--- config.mk ---
export PLATFORM = sky130hd
export DESIGN_NAME = intr_presenter
export DESIGN_NICKNAME = d
export VERILOG_FILES = /design/src/rtl/intr_pres_pkg.sv /design/src/rtl/pres_step_logic.sv /design/src/rtl/pres_state_reg.sv /design/src/rtl/pres_event_reg.sv /design/src/rtl/intr_presenter.sv
export SDC_FILE = /design/constraint.sdc
export NUM_CORES = 1
export LEC_CHECK = 0
export ABC_AREA = 0
export CAP_MARGIN = 10
export CORE_ASPECT_RATIO = 0.7
export CORE_MARGIN = 2
export CORE_UTILIZATION = 40
export CTS_CLUSTER_SIZE = 40
export DETAILED_ROUTE_END_ITERATION = 10
export DONT_BUFFER_PORTS = 1
export GPL_TIMING_DRIVEN = 1
export SETUP_SLACK_MARGIN = 0.15
export SYNTH_ARGS = -nofsm -noshare
export SYNTH_HDL_FRONTEND = slang
export SYNTH_SLANG_ARGS = --single-unit
--- constraint.sdc ---
create_clock -name clk -period 2.9 [get_ports clk]
set_input_delay 0.145 -clock clk [delete_from_list [all_inputs] [get_ports clk]]
set_output_delay 0.145 -clock clk [all_outputs]
set_load 0.01 [all_outputs]
--- src/rtl/intr_pres_pkg.sv ---
package intr_pres_pkg;

    localparam int SRC_W  = 24;
    localparam int PRIO_W = 8;
    localparam int WORD_W = SRC_W + PRIO_W;

    localparam logic [SRC_W-1:0]  IPI_SRC   = SRC_W'(2);
    localparam logic [PRIO_W-1:0] PRIO_IDLE = '1;

    typedef enum logic [2:0] {
        OP_POLL    = 3'd0,
        OP_ACCEPT  = 3'd1,
        OP_EOI     = 3'd2,
        OP_SET_CUR = 3'd3,
        OP_SET_IPI = 3'd4
    } pres_op_e;

    typedef struct packed {
        logic [PRIO_W-1:0] cur_prio;
        logic [SRC_W-1:0]  pend_src;
        logic [PRIO_W-1:0] pend_prio;
        logic [PRIO_W-1:0] ipi_prio;
        logic              irq;
    } pres_state_t;

    typedef struct packed {
        logic              rej;
        logic [SRC_W-1:0]  rej_src;
        logic              eoi;
        logic [SRC_W-1:0]  eoi_src;
        logic              resend;
        logic              rd;
        logic [WORD_W-1:0] rd_word;
        logic [PRIO_W-1:0] rd_ipi;
    } pres_evt_t;

    typedef struct packed {
        pres_state_t st;
        pres_evt_t   ev;
    } pres_step_t;

    function automatic pres_state_t idle_state();
        pres_state_t s;
        s.cur_prio  = '0;
        s.pend_src  = '0;
        s.pend_prio = PRIO_IDLE;
        s.ipi_prio  = PRIO_IDLE;
        s.irq       = 1'b0;
        return s;
    endfunction

    function automatic logic [WORD_W-1:0] pack_status(pres_state_t s);
        return {s.cur_prio, s.pend_src};
    endfunction

    // Hand the pending source back to the source unit (single reject slot)
    function automatic pres_step_t bounce_pending(pres_step_t t);
        pres_step_t r = t;
        if (t.st.pend_src != '0) begin
            r.ev.rej     = 1'b1;
            r.ev.rej_src = t.st.pend_src;
        end
        return r;
    endfunction

    function automatic pres_step_t ipi_check(pres_step_t t);
        pres_step_t r = t;
        if (!(t.st.pend_src != '0 && t.st.pend_prio <= t.st.ipi_prio)) begin
            r              = bounce_pending(t);
            r.st.pend_src  = IPI_SRC;
            r.st.pend_prio = t.st.ipi_prio;
            r.st.irq       = 1'b1;
        end
        return r;
    endfunction

    function automatic pres_step_t do_resend(pres_step_t t);
        pres_step_t r = t;
        if (t.st.ipi_prio < t.st.cur_prio)
            r = ipi_check(t);
        r.ev.resend = 1'b1;
        return r;
    endfunction

    function automatic pres_step_t arbitrate_offer(pres_step_t t,
                                                   logic [SRC_W-1:0] src,
                                                   logic [PRIO_W-1:0] prio);
        pres_step_t r = t;
        if (prio >= t.st.cur_prio ||
            (t.st.pend_src != '0 && t.st.pend_prio <= prio)) begin
            r.ev.rej     = 1'b1;
            r.ev.rej_src = src;
        end else begin
            r              = bounce_pending(t);
            r.st.pend_src  = src;
            r.st.pend_prio = prio;
            r.st.irq       = 1'b1;
        end
        return r;
    endfunction

    function automatic pres_step_t write_cur(pres_step_t t, logic [PRIO_W-1:0] v);
        pres_step_t r = t;
        r.st.cur_prio = v;
        if (v < t.st.cur_prio) begin
            if (t.st.pend_src != '0 && v <= t.st.pend_prio) begin
                r              = bounce_pending(r);
                r.st.pend_src  = '0;
                r.st.pend_prio = PRIO_IDLE;
                r.st.irq       = 1'b0;
            end
        end else if (t.st.pend_src == '0) begin
            r = do_resend(r);
        end
        return r;
    endfunction

endpackage

--- src/rtl/pres_step_logic.sv ---
module pres_step_logic
    import intr_pres_pkg::*;
(
    input  pres_state_t       cur,
    input  logic              op_valid,
    input  logic [2:0]        op_code,
    input  logic [WORD_W-1:0] op_data,
    input  logic              offer_take,
    input  logic [SRC_W-1:0]  offer_src,
    input  logic [PRIO_W-1:0] offer_prio,
    output pres_step_t        nxt
);

    pres_step_t t;

    always_comb begin
        t.st = cur;
        t.ev = '0;
        if (op_valid) begin
            case (pres_op_e'(op_code))
                OP_POLL: begin
                    t.ev.rd      = 1'b1;
                    t.ev.rd_word = pack_status(cur);
                    t.ev.rd_ipi  = cur.ipi_prio;
                end
                OP_ACCEPT: begin
                    t.ev.rd       = 1'b1;
                    t.ev.rd_word  = pack_status(cur);
                    t.ev.rd_ipi   = cur.ipi_prio;
                    t.st.irq      = 1'b0;
                    t.st.cur_prio = cur.pend_prio;
                    t.st.pend_src = '0;
                    t.st.pend_prio = PRIO_IDLE;
                end
                OP_EOI: begin
                    t.st.cur_prio = op_data[WORD_W-1 -: PRIO_W];
                    t.ev.eoi      = 1'b1;
                    t.ev.eoi_src  = op_data[SRC_W-1:0];
                    if (cur.pend_src == '0)
                        t = do_resend(t);
                end
                OP_SET_CUR: begin
                    t = write_cur(t, op_data[PRIO_W-1:0]);
                end
                OP_SET_IPI: begin
                    t.st.ipi_prio = op_data[PRIO_W-1:0];
                    if (op_data[PRIO_W-1:0] < cur.cur_prio)
                        t = ipi_check(t);
                end
                default: ;
            endcase
        end else if (offer_take) begin
            t = arbitrate_offer(t, offer_src, offer_prio);
        end
    end

    assign nxt = t;

endmodule

--- src/rtl/pres_state_reg.sv ---
module pres_state_reg
    import intr_pres_pkg::*;
(
    input  logic        clk,
    input  logic        rst,
    input  pres_state_t d,
    output pres_state_t q
);

    always_ff @(posedge clk) begin
        if (rst) q <= idle_state();
        else     q <= d;
    end

endmodule

--- src/rtl/pres_event_reg.sv ---
module pres_event_reg
    import intr_pres_pkg::*;
(
    input  logic      clk,
    input  logic      rst,
    input  pres_evt_t d,
    output pres_evt_t q
);

    always_ff @(posedge clk) begin
        if (rst) q <= '0;
        else     q <= d;
    end

endmodule

--- src/rtl/intr_presenter.sv ---
module intr_presenter
    import intr_pres_pkg::*;
(
    input  logic              clk,
    input  logic              rst,
    input  logic              op_valid,
    input  logic [2:0]        op_code,
    input  logic [WORD_W-1:0] op_data,
    input  logic              offer_valid,
    input  logic [SRC_W-1:0]  offer_src,
    input  logic [PRIO_W-1:0] offer_prio,
    output logic              offer_ready,
    output logic              irq_out,
    output logic              rd_valid,
    output logic [WORD_W-1:0] rd_word,
    output logic [PRIO_W-1:0] rd_ipi,
    output logic              rej_valid,
    output logic [SRC_W-1:0]  rej_src,
    output logic              eoi_valid,
    output logic [SRC_W-1:0]  eoi_src,
    output logic              resend_valid
);

    pres_state_t       state_q;
    pres_step_t        step;
    pres_evt_t         evt_q;
    logic [WORD_W-1:0] status_word;

    // Processor operations win the cycle; the source unit holds its offer
    assign offer_ready = ~op_valid;

    pres_step_logic u_step (
        .cur        (state_q),
        .op_valid   (op_valid),
        .op_code    (op_code),
        .op_data    (op_data),
        .offer_take (offer_valid & offer_ready),
        .offer_src  (offer_src),
        .offer_prio (offer_prio),
        .nxt        (step)
    );

    pres_state_reg u_state (
        .clk (clk),
        .rst (rst),
        .d   (step.st),
        .q   (state_q)
    );

    pres_event_reg u_evt (
        .clk (clk),
        .rst (rst),
        .d   (step.ev),
        .q   (evt_q)
    );

    assign status_word  = pack_status(state_q);
    assign irq_out      = state_q.irq;
    assign rd_valid     = evt_q.rd;
    assign rd_word      = evt_q.rd_word;
    assign rd_ipi       = evt_q.rd_ipi;
    assign rej_valid    = evt_q.rej;
    assign rej_src      = evt_q.rej_src;
    assign eoi_valid    = evt_q.eoi;
    assign eoi_src      = evt_q.eoi_src;
    assign resend_valid = evt_q.resend;

endmodule

Word-level counts from Yosys, hierarchy flattened
Cells that the tools add are included.
{ "word_totals": {"regBits": 141} }
{ "op_classes": {"order_cmp": 8, "n_eq_ne": 15, "n_mux": 20, "bitwise": 5, "reduce_logical": 14} }
{ "ops": {"columns": ["op", "count"], "rows": [
  ["133-bit two-way mux", 10],
  ["141-bit two-way mux", 2],
  ["41-bit case mux with 4 select lines", 1],
  ["40-bit case mux with 4 select lines", 1],
  ["51-bit case mux with 3 select lines", 1],
  ["25-bit two-way mux", 2],
  ["41-bit two-way mux", 1],
  ["8-bit <= comparator", 4],
  ["24-bit zero test", 1],
  ["8-bit < comparator", 3],
  ["8-bit case mux with 3 select lines", 1],
  ["24-bit nonzero test", 1],
  ["12-bit AND reduction", 1],
  ["3-bit by 2-bit inequality test with 1-bit output (second input constant)", 3],
  ["8-bit greater-or-equal comparator", 1],
  ["4-bit by 2-bit inequality test with 1-bit output (second input constant)", 2],
  ["3-bit by 2-bit equality test with 1-bit output (second input constant)", 2],
  ["3-bit inequality test (second input constant)", 2],
  ["5-bit by 1-bit inequality test with 1-bit output (second input constant)", 1],
  ["1-bit logical AND", 4],
  ["4-bit by 3-bit inequality test with 1-bit output (second input constant)", 1],
  ["4-bit inequality test (second input constant)", 1],
  ["1-bit NOT", 4],
  ["1-bit case mux with 4 select lines", 1],
  ["other kinds (11)", 11]
]} }

Longest topological paths before layout
Gate-level depths: netlist of run 1.
{ "depth": {"depth_word": 8, "ltp_mapped": 11, "depth_no_buf": 9} }

Cells and area by module
A second synthesis of run 1 with hierarchy kept.
{ "unflattened": {"cells_unflattened": 766, "hier_area_um2": 6998.0} }
{ "by_module_without_submodules": {"columns": ["module", "instances", "cells_per_inst", "area_each_um2", "seq_area_each_um2"], "rows": [
  ["pres_step_logic", 1, 467, 3138.0, 0.0],
  ["pres_event_reg", 1, 194, 2523.7, 1841.8],
  ["pres_state_reg", 1, 103, 1326.3, 980.9],
  ["intr_presenter", 1, 2, 10.0, 0.0]
]} }

Least setup slack after synthesis of run 1
OpenSTA, ideal clock, no wires.
{ "synth_path": {"kind": "reg-to-reg", "start": "reg u_state.q[48] (netlist bit)", "end": "reg u_state.q[9] (netlist bit)", "setup_time_ns": 0.072, "t_arrival_ns": 2.279, "required_ns": 2.828, "path_slack_ns": 0.549, "path_stages_with_launch": 12, "period_less_slack_ns": 2.351, "cell_sequence": "dfxtp_1 > inv_1 > ha_1 > nand2_1 > nor2_1 > a31oi_4 > or3_4 > a21oi_1 > o22a_1 > buf_6 > buf_12 > mux2i_1"} }
{ "synth_between": {"elab_chain_cells": 4, "word_cells_on_any_way": 13, "cone_classes": "order compare (2); eq/ne (6); mux (3); reduce/logical (2)"} }
{ "synth_lines": {"columns": ["element", "line", "source"], "rows": [
  ["start: declaration", "pres_state_reg.sv:7", "output pres_state_t q"],
  ["start signal: assignment", "pres_state_reg.sv:11", "if (rst) q <= idle_state();"],
  ["8-bit greater-or-equal comparator or 8-bit < comparator (tied branches)", "intr_pres_pkg.sv:89, intr_pres_pkg.sv:105, pres_step_logic.sv:47", null],
  ["1-bit logical OR or 133-bit two-way mux (tied branches)", "intr_pres_pkg.sv:89, intr_pres_pkg.sv:105", null],
  ["2-bit inequality test (no source line) or 40-bit case mux with 4 select lines (tied branches)", null, null],
  ["12-bit AND reduction (no source line) or 141-bit two-way mux (tied branches)", null, null]
]} }
Parallel ways exist; a longest one is shown, timed or not.
A chain may end at the register's enable or synchronous reset.

Worst setup path in the final report of run 1
{ "layout_path": {"start": "reg u_state.q[42] (netlist bit)", "end": "reg u_state.q[13] (netlist bit)"} }
Same word-level chain as after synthesis.

==> results_dict.tcl, run 1 <==
set metrics [dict create \
    ys_seq_area_share_pct 45.77 \
    synth_top_family_by_area "simple AND/OR/NAND/NOR gates" \
    cts_tree "yes" \
    final_max_slew_viol_count 0 \
    synth_warnings 0 \
    drc 0 \
    fin_skew_ns 0.007597 \
    critPathKind "reg2reg" \
    fin_crit_ns 2.678 \
    synth_edf_count 0 \
    yosys.area.top_type_share_pct 45.77 \
    insertion_delay_ns 0.42 \
    cp-end-kind "flip-flop" \
    antenna_cells 0 \
    drive_above_1_share_pct 9.551 \
    postRouteAntennaNets 0 \
    path_cells "inv_1, ha_1, a2111o_1, a311oi_4, a41oi_1, o31ai_4, a211oi_1, mux2i_1" \
    yosysTopAreaCell "dfxtp_1" \
    nNetsFinal 815 \
    syn-num-nets 765 \
    dr.max_layer_used "met5" \
    synth.area.top_cells "dfxtp_1 (46%), ha_1 (9.1%), mux2i_1 (5.5%), nand2_1 (5.2%), and2_1 (4.5%)" \
    worst_pin_slew_ns 0.7069 \
    dr_wl_met2_mm 8.237 \
    synth_flop_cell "dfxtp_1" \
    synthCells 649 \
    die-area_mm2 0.01644 \
    synth-seq-cells 141 \
    routed_wl_mm 19.29 \
    clockBufferDepth 2 \
    grtUsageTotal_pct 23.27 \
    initial_core_util_pct 41.50 \
    hp-class "in2reg" \
    post_drt_wl_per_cell_um 21.26 \
    m1WireLength_mm 8.986 \
    vias_per_cell 5.674 \
    synthSimpleGateAreaFrac_pct 17.20 \
    chipWidth_um 152.4 \
    h-tree-depth 4 \
    clock-root-buffer "clkbuf_16" \
    synth-xor-area-share_pct 0 \
    rows 37 \
    ys_types 52 \
    synthMuxAreaShare_pct 5.518 \
    cp-start-kind "flip-flop" \
    grt_pass1_wl_mm 29.10 \
    grt_setup_unrepaired "false" \
    crit_buf_inv 1 \
    finalSetupViolCount 0 \
    total_power_mw 4.840 \
    critPathTopFamily "compound AO/OA/AOI/OAI gates" \
    first_global_vias 5140 \
    cts_buffers 17 \
    syn2layout_area_growth_pct 21.65 \
    relSlewSlack_pct 52.70 \
    fmax_mhz 373.4 \
    finalCritPeriodShare_pct 92.35 \
    cp.required_ns 3.25 \
    drt_iter0_markers 349 \
    fillers 1311 \
    synth-compound-area-share_pct 15.76 \
    clock-sinks 141 \
    core-area_mm2 0.01486 \
    vias 5146 \
    dpl.hpwl_mm 13.46 \
    crit_arrival_ns 3.02 \
    globalRouteOverflowTotal 0 \
    antenna_found_initial 1 \
    grt_max_degree 43 \
    status "finished, final reports clean" \
    final_hold_viol_count 0 \
    wl_met3_mm 1.749 \
    synth_area_mm2 0.006167 \
    max_stage_delay_ns 0.48 \
    dr.pass1.iters 5 \
    design.portCount 165 \
    port_buffers 0 \
    tns_ns 0 \
    clk_pin_slew_ns 0.07 \
    synthAdderAreaFrac_pct 9.130 \
    die_h_um 107.9 \
    synth_common_cells "dfxtp_1 (141), nand2_1 (85), inv_1 (49), ha_1 (45), and2_1 (44)" \
    gp_congestion 0.9707 \
    slowest_stage "o31ai_4" \
    leakagePower_nw 3.012 \
    power.density_mw_per_mm2 645.1 \
    synth.avg_cell_area_um2 9.503 \
    yosysMostFrequentCell "dfxtp_1" \
    async_flop_share_pct 0 \
    vdd_drop_max_uv 320.6 \
    path_max_fanout 9 \
    cap_violations 0 \
]
-- state kept, by name, summed over array words and instances (netlist names) --
name / cells
u_evt.q: 92
u_state.q: 49
-- logic make-up after synthesis --
group           after synthesis
simple gates                212
flops                       141
compound gates              131
buf+inv                      86
fa+ha+maj                    45
mux                          34
-- final timing paths --
kind | startpoint | to | slack, ns | depth (start not counted)
worst min-delay path | op_valid | u_evt.q[90] | 0.02 | 2
worst max-delay path | u_state.q[42] | u_state.q[13] | 0.22 | 8
worst min register to register | u_state.q[47] | u_state.q[47] | 0.46 | 2
worst max register to register | u_state.q[42] | u_state.q[13] | 0.22 | 8
-- final cells by class --
type / instances / area (um^2) / area share (%)
Sequential cell: 141 / 2825 / 37.66
Tap cell: 195 / 244.0 / 3.252
Clock buffer: 18 / 429.2 / 5.720
Timing Repair Buffer: 67 / 671.9 / 8.956
Inverter: 50 / 187.7 / 2.502
Clock inverter: 14 / 158.9 / 2.118
Multi-Input combinational cell: 422 / 2985 / 39.79
-- per-layer routing --
layer	track usage [%]	vias to the layer above
li1	-	2401
met1	32.24	2463
met2	33.43	253
met3	8.977	27
met4	7.011	2
met5	0	-
-- per-stage QoR --
stage	util, %	cell area, um^2	hold slack (ns)	worst slack, ns	std cells
final	50.48	7502	0.02456	0.2219	907
after floorplan	-	6167	0.2619	0.5493	649
after CTS	49.92	7418	0.006751	0.2308	904
after global routing	50.48	7502	0.01316	0.1540	907
after global placement	42.53	6320	0.2272	0.3034	822
after detailed placement	42.53	6320	0.2281	0.2591	822
-- timing repair --
action | in CTS | in global routing
endpoints found under the hold margin | 111 | 0
setup endpoints to repair | 0 | 56
buffers inserted | 0 | 2
hold buffers | 50 | 0
gates resized for setup | 0 | 12
-- worst register-to-register path: stages (launching register included) --
cell and delay, ns:
dfxtp_1 0.34, inv_1 0.09, ha_1 0.28, a2111o_1 0.45, a311oi_4 0.38, a41oi_1 0.22
o31ai_4 0.48, a211oi_1 0.18, mux2i_1 0.18
-- power by group --
| group | internal [mW] | switching (mW) | leakage, nW |
|---|---|---|---|
| Combinational | 0.252 | 0.353 | 1.59 |
| Sequential | 1.99 | 0.0598 | 1.14 |
| Clock | 1.28 | 0.900 | 0.275 |
-- cells in the final DEF, fill, tap and decap left out, drive strengths merged, types with 5 or more instances in the layout --
| cell type | netlist | layout |
|---|---|---|
| nor2 | 20 | 20 |
| o2bb2ai | 23 | 23 |
| nand4 | 5 | 5 |
| o22ai | 8 | 8 |
| mux2i | 34 | 34 |
| a211oi | 15 | 15 |
| dfxtp | 141 | 141 |
| nor4 | 29 | 29 |
| dlygate4sd3 | 4 | 49 |
| and2 | 44 | 44 |
| nand2 | 85 | 85 |
| nand3 | 9 | 9 |
| buf | 11 | 17 |
| o21ai | 16 | 16 |
| o211ai | 17 | 17 |
| o2111ai | 8 | 8 |
| a21oi | 23 | 23 |
| nand2b | 7 | 7 |
| inv | 50 | 54 |
| clkbuf | 21 | 19 |
| ha | 45 | 45 |
No activity file was read; power rests on OpenSTA's default activity.
==> inputs of run 2 (changes only) <==
--- a/config.mk
+++ b/config.mk
@@ -5,11 +5,12 @@
 export SDC_FILE = /design/constraint.sdc
 export NUM_CORES = 1
 export LEC_CHECK = 0
-export ABC_AREA = 0
+export ABC_AREA = 1
 export CAP_MARGIN = 10
 export CORE_ASPECT_RATIO = 0.7
 export CORE_MARGIN = 2
 export CORE_UTILIZATION = 40
+export CTS_CLUSTER_DIAMETER = 80
 export CTS_CLUSTER_SIZE = 40
 export DETAILED_ROUTE_END_ITERATION = 10
 export DONT_BUFFER_PORTS = 1
==> results_dict.tcl, run 2 <==
set metrics [dict create \
    status "finished, final reports clean" \
    grt_pass1_wl_mm 29.46 \
    ys_seq_area_share_pct 44.30 \
    finalSetupViolCount 0 \
    clockBufferDepth 2 \
    die_h_um 109.6 \
    fmax_mhz 406.5 \
    reg.largest.list "u_evt.q: 92 flops, u_state.q: 49 flops" \
    final_hold_viol_count 0 \
    final-seq-area_mm2 0.002823 \
    insertion_delay_ns 0.43 \
    largest_reg_flops 92 \
    async_flop_share_pct 0 \
    dpl.hpwl_mm 12.61 \
    synth_common_cells "nand2_1 (231), dfxtp_1 (141), nor2_1 (141), inv_1 (96), a21oi_1 (60)" \
    synth.avg_cell_area_um2 7.333 \
    port_buffers 0 \
    grtUsageTotal_pct 22.77 \
    tns_ns 0 \
    clock-root-buffer "clkbuf_16" \
    synth_warnings 0 \
    hp-class "in2reg" \
    yosysMostFrequentCell "nand2_1" \
    core-area_mm2 0.01555 \
    syn-num-nets 985 \
    fin_skew_ns 0.01167 \
    leakagePower_nw 3.642 \
    drive_above_1_share_pct 7.644 \
    synth_flop_cell "dfxtp_1" \
    antenna_cells 0 \
    post_drt_wl_per_cell_um 16.07 \
    grt_setup_unrepaired "false" \
    cap_violations 0 \
    final_max_slew_viol_count 0 \
    antenna_found_initial 0 \
    cp-start-kind "flip-flop" \
    crit_arrival_ns 2.78 \
    vias_per_cell 4.971 \
    gp_congestion 0.8885 \
    critPathKind "reg2reg" \
    yosys.area.top_type_share_pct 44.30 \
    fillers 1501 \
    design.portCount 165 \
    finalCritPeriodShare_pct 84.84 \
    layout.cells.non_filler 1155 \
    multi_input_area_mm2 0.003009 \
    path_max_fanout 14 \
    total_power_mw 4.983 \
    cts_tree "yes" \
    syn2layout_area_growth_pct 24.52 \
    vias 5741 \
    postCtsSetupRepairBufs 0 \
    first_global_vias 5413 \
    synth.area.top_cells "dfxtp_1 (44%), nand2_1 (14%), ha_1 (8.8%), nor2_1 (8.3%), inv_1 (5.7%)" \
    synth-seq-cells 141 \
    final_common_cell "nand2_1" \
    drc 0 \
    globalRouteOverflowTotal 0 \
    regMostFlops "u_evt.q" \
    grt_max_degree 41 \
    initial_core_util_pct 40.99 \
    postRouteAntennaNets 0 \
    drt_iter0_markers 371 \
    die-area_mm2 0.01697 \
    yosysTopAreaCell "dfxtp_1" \
    clk_pin_slew_ns 0.06 \
    final_cell_mix "nand2_1 (230), dfxtp_1 (141), nor2_1 (140)" \
    synthCells 869 \
    dp_cells 1047 \
    rows 38 \
    relSlewSlack_pct 44.78 \
    h-tree-depth 4 \
    power.density_mw_per_mm2 628.0 \
    synth_area_mm2 0.006372 \
    clock-sinks 141 \
    ys_types 32 \
    fin_crit_ns 2.460 \
    cp.required_ns 3.22 \
    cts_buffers 17 \
    nNetsFinal 1058 \
    dr.pass1.iters 6 \
    worst_pin_slew_ns 0.8270 \
    synth_edf_count 0 \
    chipWidth_um 154.9 \
    routed_wl_mm 18.56 \
    cp-end-kind "flip-flop" \
    vdd_drop_max_uv 354.1 \
]
-- run 2: changes by cell type after synthesis, moves of 23 or more --
cell,previous run,this run
nand3_1,9,35
nor2_1,20,141
o2bb2ai_1,23,0
nand2_1,85,231
nor4_1,29,0
inv_1,49,96
and2_1,44,0
mux2i_1,34,0
a21oi_1,23,60
-- run 2: path summary, 6_finish.rpt --
kind	depth (start not counted)	slack, ns	start	to
hold reg to reg	2	0.46	u_state.q[32]	u_evt.q[82]
hold / removal	4	0.02	offer_src[6]	u_state.q[23]
setup reg to reg	15	0.44	u_state.q[10]	u_state.q[23]
setup / recovery	15	0.44	u_state.q[10]	u_state.q[23]
-- run 2: report_power, final --
part | switching (mW) | internal [mW] | total [mW]
clock network | 0.888 | 1.25 | 2.14
registers | 0.0693 | 2.02 | 2.09
logic | 0.461 | 0.289 | 0.750
total | 1.42 | 3.57 | 4.98
-- run 2: critical path: stages, from the launching register on --
cell     delay, ns
dfxtp_1       0.41
inv_1         0.06
ha_1          0.34
nand2_1       0.09
nand2_1       0.05
nand2_1       0.05
nand2_1       0.09
nand2_1       0.09
nand3_1       0.10
nand2_1       0.09
nand3_2       0.11
nand2_1       0.14
nand4_4       0.27
buf_4         0.28
nor2_1        0.12
nor2_1        0.06
-- run 2: timing repair --
action                                  4_1_cts  5_1_grt
hold endpoints to repair                     98        0
resized for setup                             0        1
hold buffers                                 76        0
endpoints found under the setup margin        0        5
-- run 2: cell families (layout without fill, tap and decap cells) --
family          count (synthesis)  in the layout  share of synthesized area, %
simple gates                  429            429                         27.12
flops                         141            141                         44.30
buf+inv                       138            224                         8.777
compound gates                116            116                         10.98
fa+ha+maj                      45             45                         8.836
-- run 2: routing by layer --
layer | part of all wire, % | GRT usage, % | up-vias
met4 | 0.77 | 5.622 | 0
met2 | 41 | 33.05 | 235
met1 | 48 | 32.07 | 2590
li1 | - | - | 2903
met5 | 0 | 0 | -
met3 | 10 | 8.159 | 13
-- run 2: per-stage QoR --
step / instance area, um^2 / hold slack, ns / setup slack, ns / util (%)
after floorplan: 6372 / 0.2440 / 0.9542 / -
after global placement: 6585 / 0.2228 / 0.4851 / 42.35
after detailed placement: 6585 / 0.2256 / 0.4616 / 42.35
after CTS: 7933 / 0.003526 / 0.3695 / 51.02
after global routing: 7935 / 0.04005 / 0.1781 / 51.04
final: 7935 / 0.02062 / 0.4397 / 51.04
-- run 2: final cells by class --
type | count | area share [%]
inverter | 104 | 4.920
sequential | 141 | 35.57
tap | 200 | 3.154
clock buffer | 20 | 5.881
multi-input combinational | 590 | 37.92
timing repair buffer | 88 | 11.16
clock inverter | 12 | 1.388
==> inputs of run 3 (changes only) <==
==> constraint.sdc (replaced) <==
create_clock -name clk -period 2.4 [get_ports clk]
set_input_delay 0.12 -clock clk [delete_from_list [all_inputs] [get_ports clk]]
set_output_delay 0.12 -clock clk [all_outputs]
set_load 0.01 [all_outputs]
==> results_dict.tcl, run 3 (synthesis gave the netlist of run 2 again) <==
set metrics [dict create \
    regMostFlops "u_evt.q" \
    drc 0 \
    dr.pass1.iters 5 \
    vias_per_cell 5.025 \
    cap_violations 0 \
    final_common_cell "nand2_1" \
    seq_power_share_pct 39.7 \
    switching_power_mw 1.747 \
    fin_crit_ns 2.221 \
    clkPwrFrac_pct 44.4 \
    cts_tree "yes" \
    grt_max_degree 43 \
    globalRouteOverflowTotal 0 \
    final_cell_mix "nand2_1 (218), nor2_1 (137), dfxtp_1 (130)" \
    grt_pass1_wl_mm 29.35 \
    finalSetupViolCount 0 \
    power.density_mw_per_mm2 766.6 \
    finalCritPeriodShare_pct 92.53 \
    initial_core_util_pct 40.99 \
    insertion_delay_ns 0.43 \
    critPathKind "reg2reg" \
    chipWidth_um 154.9 \
    clk_pin_slew_ns 0.06 \
    cp.required_ns 2.75 \
    tns_ns 0 \
    largest_reg_flops 92 \
    core-area_mm2 0.01555 \
    final_hold_viol_count 0 \
    h-tree-depth 4 \
    cts_buffers 17 \
    hp-class "in2reg" \
    cp-end-kind "flip-flop" \
    post_drt_wl_per_cell_um 16.64 \
    rows 38 \
    crit_arrival_ns 2.57 \
    dp_cells 1051 \
    reg.largest.list "u_evt.q: 92 flops, u_state.q: 49 flops" \
    dpl.hpwl_mm 12.84 \
    design.portCount 165 \
    die-area_mm2 0.01697 \
    drt_iter0_markers 363 \
    clock-sinks 141 \
    vias 5829 \
    port_buffers 0 \
    clock-root-buffer "clkbuf_16" \
    grtUsageTotal_pct 22.77 \
    fmax_mhz 450.3 \
    path_max_fanout 5 \
    syn2layout_area_growth_pct 30.59 \
    gp_congestion 0.8692 \
    fin_skew_ns 0.01127 \
    antenna_cells 0 \
    worst_pin_slew_ns 0.7590 \
    vdd_drop_max_uv 420.6 \
    postRouteAntennaNets 0 \
    pwr-share-comb_pct 15.9 \
    routed_wl_mm 19.31 \
    grt_setup_unrepaired "true" \
    drive_above_1_share_pct 13.65 \
    first_global_vias 5436 \
    die_h_um 109.6 \
    status "finished, final reports clean" \
    p_int_mw 4.632 \
    pre_cts_ws_ns 0.05119 \
    swShare_pct 27.39 \
    antenna_found_initial 0 \
    leakagePower_nw 3.766 \
    fin_ws_ns 0.1794 \
    relSlewSlack_pct 49.21 \
    cp-start-kind "flip-flop" \
    layout.cells.non_filler 1160 \
    clockBufferDepth 2 \
    nNetsFinal 1063 \
    final_max_slew_viol_count 0 \
]
==> run 3: changes by cell type in the layout (fill, tap and decap cells not counted), sizes merged <==
cell,previous run,this run
dlygate4sd3,75,69
clkinvlp,4,2
nand2,234,236
bufinv,1,4
clkinv,5,4
buf,13,21
clkbuf,20,21
==> run 3: metrics by stage <==
stage / utilization, % / total power, mW / hold WS [ns] / instance area (um^2)
2_1_floorplan: - / 3.147 / 0.2190 / 6372
3_3_place_gp: 42.71 / 3.358 / 0.1973 / 6640
3_5_place_dp: 42.71 / 3.364 / 0.1994 / 6640
4_1_cts: 51.37 / 6.331 / 0.005351 / 7986
5_1_grt: 53.52 / 6.679 / 0.07672 / 8322
6_report: 53.52 / 6.380 / 0.01621 / 8322
==> run 3: power groups by stage <==
stage / clock [mW] / sequential (mW) / combinational, mW
after floorplan: 0 / 2.56 / 0.589
after global placement: 0 / 2.58 / 0.780
after detailed placement: 0 / 2.58 / 0.786
after CTS: 2.89 / 2.53 / 0.918
after global routing: 2.99 / 2.55 / 1.14
final: 2.83 / 2.53 / 1.01
==> run 3: per-layer routing <==
metal | vias up | track usage (%) | share of wire (%)
met1 | 2679 | 31.67 | 49
met3 | 15 | 8.120 | 9.8
met2 | 211 | 33.14 | 41
met4 | 0 | 6.614 | 1.1
li1 | 2924 | - | -
met5 | - | 0 | 0
==> run 3: path summary, 6_finish.rpt <==
path	from	cells after the start	slack (ns)	end
max	u_state.q[46]	13	0.18	u_evt.q[84]
min	offer_src[5]	4	0.02	u_state.q[22]
max reg2reg	u_state.q[46]	13	0.18	u_evt.q[84]
min reg2reg	u_state.q[27]	2	0.46	u_evt.q[77]
==> run 3: final cells by class <==
type / instances / area (um^2)
clock buffers: 20 / 446.7
clock inverters: 12 / 183.9
fillers: 1490 / 7226
inverters: 104 / 397.9
multi-input cells: 592 / 3264
flip-flops and latches: 141 / 2839
well taps: 200 / 250.2
repair buffers: 91 / 939.7
==> run 3: timing repair <==
| item | in CTS | in global routing |
|---|---|---|
| gates resized for setup | 1 | 68 |
| hold buffers | 70 | 0 |
| endpoints found under the setup margin | 20 | 56 |
| buffers inserted | 0 | 4 |
| endpoints found under the hold margin | 99 | 0 |
| gates cloned | 0 | 3 |
| pin swaps | 0 | 6 |
==> run 3: worst max-delay path, cell delays in order, from the launching register on <==
cell and delay (ns):
dfxtp_2 0.33, inv_2 0.05, ha_1 0.28, nand2_1 0.08
a21oi_2 0.05, nor2_1 0.07, nand2_1 0.10, a21oi_4 0.21
nand4_1 0.29, nand2_4 0.20, nand2_8 0.10, nand2_4 0.16
nand2_1 0.07, a21oi_1 0.14
